==> src/rtl/irq_dlv_pkg.sv <==
package irq_dlv_pkg;

    localparam int IPL_W   = 6;
    localparam int NUM_SRC = 2;
    localparam int SRC_RST = 0;
    localparam int SRC_NMI = 1;

    typedef logic [IPL_W-1:0] ipl_t;

    // Maskable level tracking state
    typedef enum logic [1:0] {
        LV_IDLE      = 2'd0,
        LV_WITHDRAWN = 2'd1,
        LV_ARMED     = 2'd2
    } lvl_state_e;

    typedef struct packed {
        lvl_state_e state;
        ipl_t       ipl;
    } lvl_rec_t;

    // Decision taken at an instruction boundary
    typedef enum logic [2:0] {
        SVC_NONE = 3'd0,
        SVC_RST  = 3'd1,
        SVC_NMI  = 3'd2,
        SVC_DROP = 3'd3,
        SVC_TAKE = 3'd4,
        SVC_HOLD = 3'd5
    } svc_e;

    function automatic logic ipl_hit(input ipl_t lvl, input ipl_t mask);
        return |(lvl & mask);
    endfunction

endpackage

==> src/rtl/irq_req_flag.sv <==
module irq_req_flag (
    input  logic clk,
    input  logic rst,
    input  logic set_i,
    input  logic clr_i,
    output logic pend_o
);
    // A new request outranks a clear in the same cycle
    always_ff @(posedge clk) begin
        if (rst)
            pend_o <= 1'b0;
        else if (set_i)
            pend_o <= 1'b1;
        else if (clr_i)
            pend_o <= 1'b0;
    end
endmodule

==> src/rtl/irq_lvl_track.sv <==
module irq_lvl_track
    import irq_dlv_pkg::*;
(
    input  logic     clk,
    input  logic     rst,
    input  logic     strobe_i,
    input  ipl_t     ipl_i,
    input  logic     consume_i,
    output lvl_rec_t rec_o
);
    always_ff @(posedge clk) begin
        if (rst) begin
            rec_o.state <= LV_IDLE;
            rec_o.ipl   <= '0;
        end else if (strobe_i) begin
            rec_o.state <= (ipl_i == '0) ? LV_WITHDRAWN : LV_ARMED;
            rec_o.ipl   <= ipl_i;
        end else if (consume_i) begin
            rec_o.state <= LV_IDLE;
            rec_o.ipl   <= '0;
        end
    end
endmodule

==> src/rtl/irq_arbiter.sv <==
module irq_arbiter
    import irq_dlv_pkg::*;
#(
    parameter int STAT_W   = 32,
    parameter int IE_BIT   = 0,
    parameter int IM_SHIFT = 10
) (
    input  logic              rst_pend_i,
    input  logic              nmi_pend_i,
    input  lvl_rec_t          rec_i,
    input  logic [STAT_W-1:0] status_i,
    output svc_e              svc_o
);
    logic gate_en;
    ipl_t gate_mask;

    assign gate_en   = status_i[IE_BIT];
    assign gate_mask = status_i[IM_SHIFT +: IPL_W];

    always_comb begin
        if (rst_pend_i)
            svc_o = SVC_RST;
        else if (nmi_pend_i)
            svc_o = SVC_NMI;
        else begin
            unique case (rec_i.state)
                LV_WITHDRAWN: svc_o = SVC_DROP;
                LV_ARMED:     svc_o = (gate_en && ipl_hit(rec_i.ipl, gate_mask))
                                      ? SVC_TAKE : SVC_HOLD;
                default:      svc_o = SVC_NONE;
            endcase
        end
    end
endmodule

==> src/rtl/irq_dlv_ctrl.sv <==
module irq_dlv_ctrl
    import irq_dlv_pkg::*;
#(
    parameter int STAT_W      = 32,
    parameter int IE_BIT      = 0,
    parameter int IM_SHIFT    = 10,
    parameter int CAUSE_SHIFT = 10
) (
    input  logic              clk,
    input  logic              rst,
    input  logic              rst_req_i,
    input  logic              nmi_req_i,
    input  logic              lvl_strobe_i,
    input  logic [5:0]        lvl_i,
    input  logic [STAT_W-1:0] status_i,
    input  logic              boundary_i,
    output logic              nmirst_exc_o,
    output logic              int_exc_o,
    output logic [STAT_W-1:0] cause_o
);
    localparam int PAD_W = STAT_W - IPL_W;

    logic [NUM_SRC-1:0] req_set;
    logic [NUM_SRC-1:0] req_clr;
    logic [NUM_SRC-1:0] req_pend;
    lvl_rec_t           lvl_rec;
    logic               lvl_consume;
    svc_e               svc_sel;
    svc_e               svc_act;
    ipl_t               cause_ipl_q;

    assign req_set[SRC_RST] = rst_req_i;
    assign req_set[SRC_NMI] = nmi_req_i;

    // One pending flag per edge-type request source
    for (genvar g = 0; g < NUM_SRC; g++) begin : g_src
        irq_req_flag u_flag (
            .clk    (clk),
            .rst    (rst),
            .set_i  (req_set[g]),
            .clr_i  (req_clr[g]),
            .pend_o (req_pend[g])
        );
    end

    irq_lvl_track u_lvl (
        .clk       (clk),
        .rst       (rst),
        .strobe_i  (lvl_strobe_i),
        .ipl_i     (lvl_i),
        .consume_i (lvl_consume),
        .rec_o     (lvl_rec)
    );

    irq_arbiter #(
        .STAT_W   (STAT_W),
        .IE_BIT   (IE_BIT),
        .IM_SHIFT (IM_SHIFT)
    ) u_arb (
        .rst_pend_i (req_pend[SRC_RST]),
        .nmi_pend_i (req_pend[SRC_NMI]),
        .rec_i      (lvl_rec),
        .status_i   (status_i),
        .svc_o      (svc_sel)
    );

    // Decisions act only on an instruction boundary
    assign svc_act = boundary_i ? svc_sel : SVC_NONE;

    always_comb begin
        req_clr          = '0;
        req_clr[SRC_RST] = (svc_act == SVC_RST);
        req_clr[SRC_NMI] = (svc_act == SVC_NMI);
        lvl_consume      = (svc_act == SVC_DROP) || (svc_act == SVC_TAKE);
    end

    always_ff @(posedge clk) begin
        if (rst) begin
            cause_ipl_q  <= '0;
            nmirst_exc_o <= 1'b0;
            int_exc_o    <= 1'b0;
        end else begin
            nmirst_exc_o <= (svc_act == SVC_RST) || (svc_act == SVC_NMI);
            int_exc_o    <= (svc_act == SVC_TAKE);
            unique case (svc_act)
                SVC_DROP:          cause_ipl_q <= '0;
                SVC_TAKE, SVC_HOLD: cause_ipl_q <= lvl_rec.ipl;
                default:           cause_ipl_q <= cause_ipl_q;
            endcase
        end
    end

    assign cause_o = {{PAD_W{1'b0}}, cause_ipl_q} << CAUSE_SHIFT;

endmodule

==> config.mk <==
export PLATFORM = sky130hd
export DESIGN_NAME = irq_dlv_ctrl
export DESIGN_NICKNAME = d
export VERILOG_FILES = /design/src/rtl/irq_dlv_pkg.sv /design/src/rtl/irq_req_flag.sv /design/src/rtl/irq_lvl_track.sv /design/src/rtl/irq_arbiter.sv /design/src/rtl/irq_dlv_ctrl.sv
export SDC_FILE = /design/constraint.sdc
export NUM_CORES = 1
export LEC_CHECK = 0
export BUFFER_PORTS_ARGS = -buffer_cell sky130_fd_sc_hd__buf_2
export CORE_MARGIN = 2
export CORE_UTILIZATION = 43
export DETAILED_ROUTE_END_ITERATION = 6
export GPL_TIMING_DRIVEN = 0
export PLACE_DENSITY_LB_ADDON = 0.1
export SLEW_MARGIN = 25
export SYNTH_ARGS = -nofsm -noshare
export SYNTH_HDL_FRONTEND = slang
export SYNTH_HIERARCHICAL = 1
export SYNTH_SLANG_ARGS = --single-unit
==> constraint.sdc <==
create_clock -name clk -period 3.2 [get_ports clk]
set_input_delay 0.48 -clock clk [delete_from_list [all_inputs] [get_ports clk]]
set_output_delay 0.48 -clock clk [all_outputs]
set_load 0.02 [all_outputs]
# Word-level counts from Yosys, hierarchy flattened
# Cells that the tools add are included.
[op_classes] eq_ne=7 reduce_logical=10 bitwise_logic=1 muxes=13
[op_table] operator="$mux 8" n=2
[op_table] operator="$pmux 6 s2" n=1
[op_table] operator="$mux 3" n=3
[op_table] operator="$reduce_bool 2->1" n=4
[op_table] operator="$and 6x6->6" n=1
[op_table] operator="$eq 3x2->1 const B" n=2
[op_table] operator="$eq 3x3->1 const B" n=2
[op_table] operator="$logic_not 6->1" n=1
[op_table] operator="$pmux 3 s2" n=1
[op_table] operator="$reduce_or 6->1" n=1
[op_table] operator="$mux 1" n=5
[op_table] operator="$eq 3x1->1 const B" n=1
[op_table] operator="$eq 2x1->1 const B" n=1
[op_table] operator="$eq 2x2->1 const B" n=1
[op_table] operator="$logic_or 1x1->1" n=2
[op_table] operator="$mux 2" n=1
[op_table] operator="$reduce_or 2->1" n=1
[op_table] operator="$logic_and 1x1->1" n=1
[word_totals] ff_bits=18 word_cells=38 out_inout_bits=34 in_bits=44

# Logic depth before layout (Yosys ltp)
# Gate-level depths: netlist of run 1.
[depth] ltp_word=12 depth_mapped=10 mapped_depth_nobuf=10

# Modules after synthesis
# The synthesis of run 1 kept the hierarchy.
[modules_own_cells] module="irq_dlv_ctrl" n_inst=1 area_per_inst_um2=516.7 cells_each=53 seq_area_each_um2=160.2
[modules_own_cells] module="irq_lvl_track" n_inst=1 area_per_inst_um2=341.6 cells_each=36 seq_area_each_um2=160.2
[modules_own_cells] module="irq_arbiter" n_inst=1 area_per_inst_um2=110.1 cells_each=16 seq_area_each_um2=0.0
[modules_own_cells] module="irq_req_flag" n_inst=2 area_per_inst_um2=38.8 cells_each=4 seq_area_each_um2=20.0

# Worst setup path after synthesis of run 1
# Ideal clock, no wire load.
[synth_timing] path_kind="register to register" start="reg u_lvl/rec_o[6] (netlist name)" end="reg u_lvl/rec_o[2] (netlist name)" path_stages_with_launch=10 arrival_ns=1.953 required_time_ns=3.130 setup_ns=0.070 path_buffers=0 synth_period_minus_slack_ns=2.023 path_slack_ns=1.177 cell_sequence="dfxtp_1 inv_1 ha_1 nor2_1 a21oi_1 a31oi_1 o21ai_0 and2_1 or3b_2 a21oi_1"
[synth_via] elab_chain_cells=8 word_cells_on_any_way=10 classes_between="4 x eq/ne; 4 x mux; 2 x reduce/logical"
[synth_lines] element="from (decl)" line_no="irq_lvl_track.sv:9" text="output lvl_rec_t rec_o"
[synth_lines] element="$eq 2x2->1 or $eq 2x1->1 (tied branches)" line_no="irq_arbiter.sv:26" text="unique case (rec_i.state)"
[synth_lines] element="$pmux 3 s2 (*)" line_no="irq_arbiter.sv:26"
[synth_lines] element="$mux 3 (*)" line_no="irq_arbiter.sv:23" text="else if (nmi_pend_i)"
[synth_lines] element="$mux 3 (*)" line_no="irq_arbiter.sv:21" text="if (rst_pend_i)"
[synth_lines] element="via svc_sel[0]" line_no="irq_dlv_ctrl.sv:28" text="svc_e svc_sel;"
[synth_lines] element="$mux 3 (*)" line_no="irq_dlv_ctrl.sv:68" text="assign svc_act = boundary_i ? svc_sel : SVC_NONE;"
[synth_lines] element="$eq 3x2->1 or $eq 3x3->1 (tied branches)" line_no="irq_dlv_ctrl.sv:74" text="lvl_consume = (svc_act == SVC_DROP) || (svc_act == SVC_TAKE);"
[synth_lines] element="$logic_or 1x1->1 (*)" line_no="irq_dlv_ctrl.sv:74"
[synth_lines] element="via lvl_consume" line_no="irq_dlv_ctrl.sv:27" text="logic lvl_consume;"
[synth_lines] element="$reduce_bool 2->1 (no source line) (*)"
# Mark *: on every way through the listed nets, which the timed path passes. The rest lies on a longest branch.
# A chain may end at the register's enable or synchronous reset.

# Worst setup path in the final report of run 1
[layout_timing] start="reg u_lvl/rec_o[6] (netlist name)" end="reg u_lvl/rec_o[3] (netlist name)"
# Same word-level chain as after synthesis.

==> results of run 1 <==
## kinds of logic (layout without fill, tap and decap cells)
group                      Yosys count  in the layout  share of synthesized area (%)
DFF                                 18             18                           34.5
AOI/OAI and AO/OA                   24             24                           18.2
other                                1             26                          0.359
adders and majority gates            2              2                           2.39
and+or+nand+nor                     34             34                           22.8
buffers and inverters               34             64                           21.8
## area by class of cell
| cell class | count | area share, % |
|---|---|---|
| Buffer | 28 | 15.3 |
| Inverter | 6 | 1.68 |
| Timing Repair Buffer | 26 | 9.70 |
| Multi-Input combinational cell | 86 | 41.1 |
| Tap cell | 28 | 2.61 |
| Clock buffer | 4 | 2.71 |
| Sequential cell | 18 | 26.9 |
## worst reg2reg max path, delay by kind of cell, from the launching register on
family / cells / cell delay [ns]
AOI/OAI and AO/OA: 4 / 0.73
adders and majority gates: 1 / 0.28
buffers and inverters: 1 / 0.05
DFF: 1 / 0.37
and+or+nand+nor: 3 / 0.83
## routing by layer
layer  vias to the layer above  global-route usage, %
met4                         0                   3.85
met5                         -                      0
li1                        454                      -
met1                       379                   18.3
met3                         2                   5.08
met2                        35                   25.5
## power groups by stage
stage | clock (mW) | combinational (mW) | sequential [mW]
detailed placement | 0 | 0.114 | 0.245
floorplan | 0 | 0.0877 | 0.245
CTS | 0.145 | 0.114 | 0.240
global route | 0.156 | 0.127 | 0.241
global placement | 0 | 0.112 | 0.245
finish | 0.140 | 0.115 | 0.240
## registers in the layout (all words and copies together), names as in the netlist
signal	cells
u_lvl/rec_o	8
cause_ipl_q	6
g_src.u_flag/pend_o	2
int_exc_o	1
nmirst_exc_o	1
## metrics by stage
step                setup WS (ns)  utilization, %
floorplan                    1.18               -
global placement            0.896            57.9
detailed placement          0.881            57.9
CTS                         0.880            59.5
global route                0.658            59.5
finish                      0.880            59.5
## worst min-delay path by stage
| stage | from | end | slack, ns | cells past startpoint |
|---|---|---|---|---|
| finish | nmi_req_i | g_src[1].u_flag/pend_o$_SDFFE_PP0P_ | 0.42 | 3 |
| global route | nmi_req_i | g_src[1].u_flag/pend_o$_SDFFE_PP0P_ | 0.41 | 3 |
| CTS | rst_req_i | g_src[0].u_flag/pend_o$_SDFFE_PP0P_ | 0.41 | 3 |
| detailed placement | cause_ipl_q[5]$_SDFFE_PP0P_ | cause_ipl_q[5]$_SDFFE_PP0P_ | 0.46 | 1 |
| global placement | cause_ipl_q[1]$_SDFFE_PP0P_ | cause_ipl_q[1]$_SDFFE_PP0P_ | 0.46 | 1 |
| floorplan | u_lvl/rec_o[1]$_SDFFE_PP0P_ | cause_ipl_q[1]$_SDFFE_PP0P_ | 0.46 | 1 |
## cell usage after synthesis, drive strengths merged
library cell,instances
o21ba,1
and2,1
nand3b,1
or2b,1
or4,1
conb,1
o221a,1
a22o,6
nand2,6
a22oi,3
nor2,4
a31oi,1
a21oi,9
ha,2
and4b,1
nand3,1
or2,1
dfxtp,18
nor4b,1
buf,28
a311oi,1
nor2b,2
inv,6
and4bb,1
or3b,7
nor3b,2
o21ai,2
or4b,2
nand2b,2
==> metrics.yaml, run 1 <==
power:
  ir_drop_uv: 294
  power_leakage_nw: 0.682
  switching_share_pct: 28.6
  p_switching_mw: 0.141
  share_comb_of_total_power_pct: 23.3
  intPower_mw: 0.353
  seq_power_share_pct: 48.4
  p_total_mw: 0.495
  cellPowerDensity_nw_per_um2: 369
  clkPwrFrac_pct: 28.3
routing:
  highest_layer: "met4"
  final_antenna_net_count: 0
  wl_met2_um: 934
  dr.pass1.iters: 4
  vias: 870
  wl_met3_um: 160
  wl_per_cell_um: 9.96
  drt-initial-drc-count: 16
  drc_errors: 0
  wl_met1_um: 842
  viasPerCell: 4.44
  routed_wl_mm: 1.95
critical_path:
  crit_end: "u_lvl/rec_o[3]$_SDFFE_PP0P_"
  startpoint_type: "flop"
  reg2reg_to: "u_lvl/rec_o[3]$_SDFFE_PP0P_"
  critPathSlowestCell: "or3b_2"
  cpPeakStageDelay_ns: 0.46
  crit_path_cell_trace: "inv_1, ha_1, nor2_1, a21oi_1, a31oi_1, o21ai_0, and2_1, or3b_2, a21oi_1"
  cp_max_fo: 8
  r2r_slack_ns: 0.88
  r2r_start: "u_lvl/rec_o[6]$_SDFFE_PP0P_"
  crit_family: "simple AND/OR/NAND/NOR gates"
  worstPathRequired_ns: 3.43
  path_depth: 9
  critPathLaunch: "u_lvl/rec_o[6]$_SDFFE_PP0P_"
  critPathBufInv: 1
  worst-setup-path-type: "reg2reg"
  arrival_ns: 2.55
  reg2reg_depth: 9
  endpoint_kind: "flop"
  cpMostUsedCell: "a21oi_1"
finish:
  nets: 215
  syn_to_final_growth_pct: 28.2
  final-seq-area_sq_um: 360
  layout_commonest_cell: "buf_2"
  final_cells: 196
  layout_common_cells: "28 x buf_2, 26 x buf_4, 26 x conb_1"
  layout-drive-gt1-share_pct: 41.7
  multi_input_area_sq_um: 552
  diodes: 0
  n_fill_cell: 221
  final_area_sq_um: 1340
clock_tree:
  post-cts-setup-buffers: 0
  cts_sinks: 18
  cts_tree: "done"
  cts_root_buffer: "clkbuf_4"
  worstSkewPairLatency_ns: 0.29
  cts_buffers: 3
  cts_max_level: 1
  max-clock-path-buffers: 2
  clk_pin_slew_ns: 0.11
  cts_hold_buffers: 0
  cts_resized: 0
synth:
  synth.distinct_cells: 34
  synth.top_cell.area_share_pct: 34.4
  synthTopCellsByArea: "dfxtp_1 34%, buf_4 19%, a22o_1 5.0%"
  avgSynthCellArea_sq_um: 9.26
  ys_ff_latch: 18
  ys_seq_area_share_pct: 34.4
  synthCells: 113
  netlist_area_sq_um: 1050
  synth_top_cell_by_area: "dfxtp_1"
  ys_warn_count: 6
die:
  num_rows: 17
  dieArea_sq_um: 2840
  ios: 78
  core_sq_um: 2250
  die_w_um: 53.3
  initial_core_util_pct: 46.4
  die_h_um: 53.3
placed_design:
  portBuffers: 26
  place_hpwl_mm: 1.58
  placed_area_sq_um: 1310
  place_inst: 192
  routabilityCongestion: 0.741
timing:
  period_needed_ns: 2.32
  drv_slew: 0
  tightest_slew_ns: 0.600
  hold_slack_ns: 0.419
  clock_skew_ns: 0.00407
  slew_headroom_pct: 59.9
  max_freq_mhz: 431
  finalHoldViolCount: 0
  finalCritPeriodShare_pct: 72.5
  rsz0062_at_grt: "no"
  final-setup-viol-count: 0
  fin_setup_tns_ns: 0
global_route:
  grt_pass1_vias: 747
  grt_overflow: 0
  grt_max_degree: 11
  antenna_found_initial: 0
  grt_pass1_wl_mm: 3.11
  grtUsageTotal_pct: 15.2
job:
  cap_violations: 0
run_status:
  status: "complete, no violations"
worst_hold_path:
  min_path_type: "in2reg"
Note: power is estimated with default switching activity, not from simulation.
==> inputs of run 2 (changes only) <==
--- a/config.mk
+++ b/config.mk
@@ -7,7 +7,7 @@
 export LEC_CHECK = 0
 export BUFFER_PORTS_ARGS = -buffer_cell sky130_fd_sc_hd__buf_2
 export CORE_MARGIN = 2
-export CORE_UTILIZATION = 43
+export CORE_UTILIZATION = 39
 export DETAILED_ROUTE_END_ITERATION = 6
 export GPL_TIMING_DRIVEN = 0
 export PLACE_DENSITY_LB_ADDON = 0.1
==> constraint.sdc (replaced) <==
create_clock -name clk -period 2.2 [get_ports clk]
set_input_delay 0.33 -clock clk [delete_from_list [all_inputs] [get_ports clk]]
set_output_delay 0.33 -clock clk [all_outputs]
set_load 0.02 [all_outputs]
==> metrics.yaml, run 2 (synthesis gave the netlist of run 1 again) <==
timing:
  fin_setup_tns_ns: 0  # unchanged
  max_freq_mhz: 466  # +8.1%
  drv_slew: 0  # unchanged
  finalCritPeriodShare_pct: 97.5  # +25 points
  finalHoldViolCount: 0  # unchanged
  hold_slack_ns: 0.259  # -0.160 ns
  period_needed_ns: 2.15  # -0.174 ns
  final-setup-viol-count: 0  # unchanged
  clock_skew_ns: 0.00536  # +0.00130 ns
finish:
  largest_reg_flops: 8  # unchanged
  final-seq-area_sq_um: 363  # +0.69%
  syn_to_final_growth_pct: 31.9
  nets: 216  # +0.47%
  layout_common_cells: "28 x buf_2, 27 x buf_4, 26 x conb_1"
  largest_registers: "u_lvl/rec_o x8, cause_ipl_q x6, g_src.u_flag/pend_o x2"
  multi_input_area_sq_um: 578  # +4.8%
  n_fill_cell: 253  # +14%
  layout_commonest_cell: "buf_2"
  diodes: 0  # unchanged
  regMostFlops: "u_lvl/rec_o"
  layout-drive-gt1-share_pct: 45.6  # +3.9 points
power:
  p_switching_mw: 0.216  # +53%
  power_leakage_nw: 0.693  # +1.6%
  ir_drop_uv: 410  # +40%
  cellPowerDensity_nw_per_um2: 534  # +45%
  seq_power_share_pct: 47.5  # -0.9 points
  share_comb_of_total_power_pct: 24.4  # +1.1 points
  clkPwrFrac_pct: 28.1  # -0.2 points
  intPower_mw: 0.521  # +47%
  switching_share_pct: 29.4  # +0.77 points
global_route:
  grt_pass1_vias: 816  # +9.2%
  grt_overflow: 0  # unchanged
  grt_pass1_wl_mm: 3.44  # +10%
  grtUsageTotal_pct: 13.7  # -1.4 points
  antenna_found_initial: 0  # unchanged
  grt_max_degree: 11  # unchanged
critical_path:
  cp_max_fo: 8  # unchanged
  critPathSlowestCell: "or4b_1"
  endpoint_kind: "flop"
  crit_family: "simple AND/OR/NAND/NOR gates"
  crit_path_cell_trace: "inv_1, ha_1, or2_0, a21oi_2, a31oi_4, nand3b_1, o21ai_1, and2_4, or4b_1, o21ai_0"
  r2r_slack_ns: 0.05  # -0.83 ns
  cpPeakStageDelay_ns: 0.49  # +0.03 ns
  reg2reg_to: "u_lvl/rec_o[6]$_SDFFE_PP0P_"
  worst-setup-path-type: "reg2reg"
  reg2reg_depth: 10  # +1
  r2r_start: "u_lvl/rec_o[7]$_SDFFE_PP0P_"
  startpoint_type: "flop"
  worstPathRequired_ns: 2.43  # -1.00 ns
  critPathBufInv: 1  # unchanged
  arrival_ns: 2.37  # -0.18 ns
routing:
  highest_layer: "met4"
  wl_per_cell_um: 10.8  # +8.6%
  routed_wl_mm: 2.15  # +10%
  drc_errors: 0  # unchanged
  viasPerCell: 4.38  # -1.4%
  wl_met2_mm: 1.10  # +17%
  wl_met1_um: 909  # +8.0%
  vias: 871  # +0.11%
  dr.pass1.iters: 4  # unchanged
  drt-initial-drc-count: 15  # -1
  final_antenna_net_count: 0  # unchanged
  wl_met3_um: 136  # -15%
clock_tree:
  cts_hold_buffers: 0  # unchanged
  clk_pin_slew_ns: 0.11  # about the same
  cts_sinks: 18  # unchanged
  cts_buffers: 3  # unchanged
  cts_max_level: 1  # unchanged
  cts_root_buffer: "clkbuf_4"
  worstSkewPairLatency_ns: 0.30  # about the same
  max-clock-path-buffers: 2  # unchanged
  cts_tree: "done"
die:
  initial_core_util_pct: 41.8  # -4.6 points
  core_sq_um: 2500  # +11%
  die_h_um: 55.8  # +4.6%
  dieArea_sq_um: 3110  # +9.5%
  die_w_um: 55.8  # +4.6%
  ios: 78  # unchanged
  num_rows: 18  # +1
worst_hold_path:
  min-delay-start: "nmi_req_i"
  min_path_type: "in2reg"
  worstHoldPathCells: 3  # unchanged
  min_to: "g_src[1].u_flag/pend_o$_SDFFE_PP0P_"
placed_design:
  portBuffers: 26  # unchanged
  routabilityCongestion: 0.702  # -5.2%
  place_hpwl_mm: 1.61  # +1.7%
run_status:
  status: "complete, no violations"
job:
  cap_violations: 0  # unchanged
-- run 2: how the worst max path moves through the flow --
| stage | slack [ns] | endpoint | cells after the start | start |
|---|---|---|---|---|
| 2_1_floorplan | 0.18 | u_lvl/rec_o[2]$_SDFFE_PP0P_ | 9 | u_lvl/rec_o[6]$_SDFFE_PP0P_ |
| 3_3_place_gp | -0.04 | u_lvl/rec_o[4]$_SDFFE_PP0P_ | 9 | u_lvl/rec_o[6]$_SDFFE_PP0P_ |
| 3_5_place_dp | -0.05 | u_lvl/rec_o[6]$_SDFFE_PP0P_ | 9 | u_lvl/rec_o[6]$_SDFFE_PP0P_ |
| 4_1_cts | 0.008 | u_lvl/rec_o[6]$_SDFFE_PP0P_ | 10 | u_lvl/rec_o[7]$_SDFFE_PP0P_ |
| 5_1_grt | -0.02 | u_lvl/rec_o[4]$_SDFFE_PP0P_ | 10 | u_lvl/rec_o[7]$_SDFFE_PP0P_ |
| 6_report | 0.05 | u_lvl/rec_o[6]$_SDFFE_PP0P_ | 10 | u_lvl/rec_o[7]$_SDFFE_PP0P_ |
-- run 2: cell type report --
type                            count  area share [%]
Buffer                             28            14.9
Clock buffer                        4            2.63
Inverter                            6            1.63
Multi-Input combinational cell     86            41.9
Sequential cell                    18            26.3
Tap cell                           30            2.72
Timing Repair Buffer               27            9.97
-- run 2: what timing repair did --
item                       in CTS  in global routing
pin swaps                       1                  1
setup endpoints to repair       4                 13
resized for setup               2                  7
setup buffers                   0                  1
-- run 2: power groups by stage --
stage / clock, mW / sequential [mW] / combinational [mW]
2_1_floorplan: 0 / 0.357 / 0.128
3_3_place_gp: 0 / 0.356 / 0.163
3_5_place_dp: 0 / 0.357 / 0.165
4_1_cts: 0.215 / 0.349 / 0.167
5_1_grt: 0.235 / 0.352 / 0.195
6_report: 0.207 / 0.350 / 0.180
-- run 2: worst min-delay path, delay by kind of cell --
family / cells / cell delay [ns]
buf+inv: 2 / 0.15
compound gates: 1 / 0.04
-- run 2: per-stage QoR --
| stage | cells | util, % | setup slack [ns] | area (sq um) | power (mW) |
|---|---|---|---|---|---|
| after floorplan | 138 | - | 0.177 | 1140 | 0.484 |
| after global placement | 194 | 52.3 | -0.0356 | 1310 | 0.520 |
| after detailed placement | 194 | 52.3 | -0.0482 | 1310 | 0.521 |
| after CTS | 198 | 54.1 | 0.00808 | 1350 | 0.732 |
| after global routing | 199 | 55.2 | -0.0208 | 1380 | 0.782 |
| final | 199 | 55.2 | 0.0540 | 1380 | 0.737 |
-- run 2: routing by layer --
layer | track usage (%) | vias to the layer above
met4 | 4.18 | 0
met3 | 5.35 | 4
met2 | 24.0 | 26
met1 | 15.3 | 387
li1 | - | 454
met5 | 0 | -
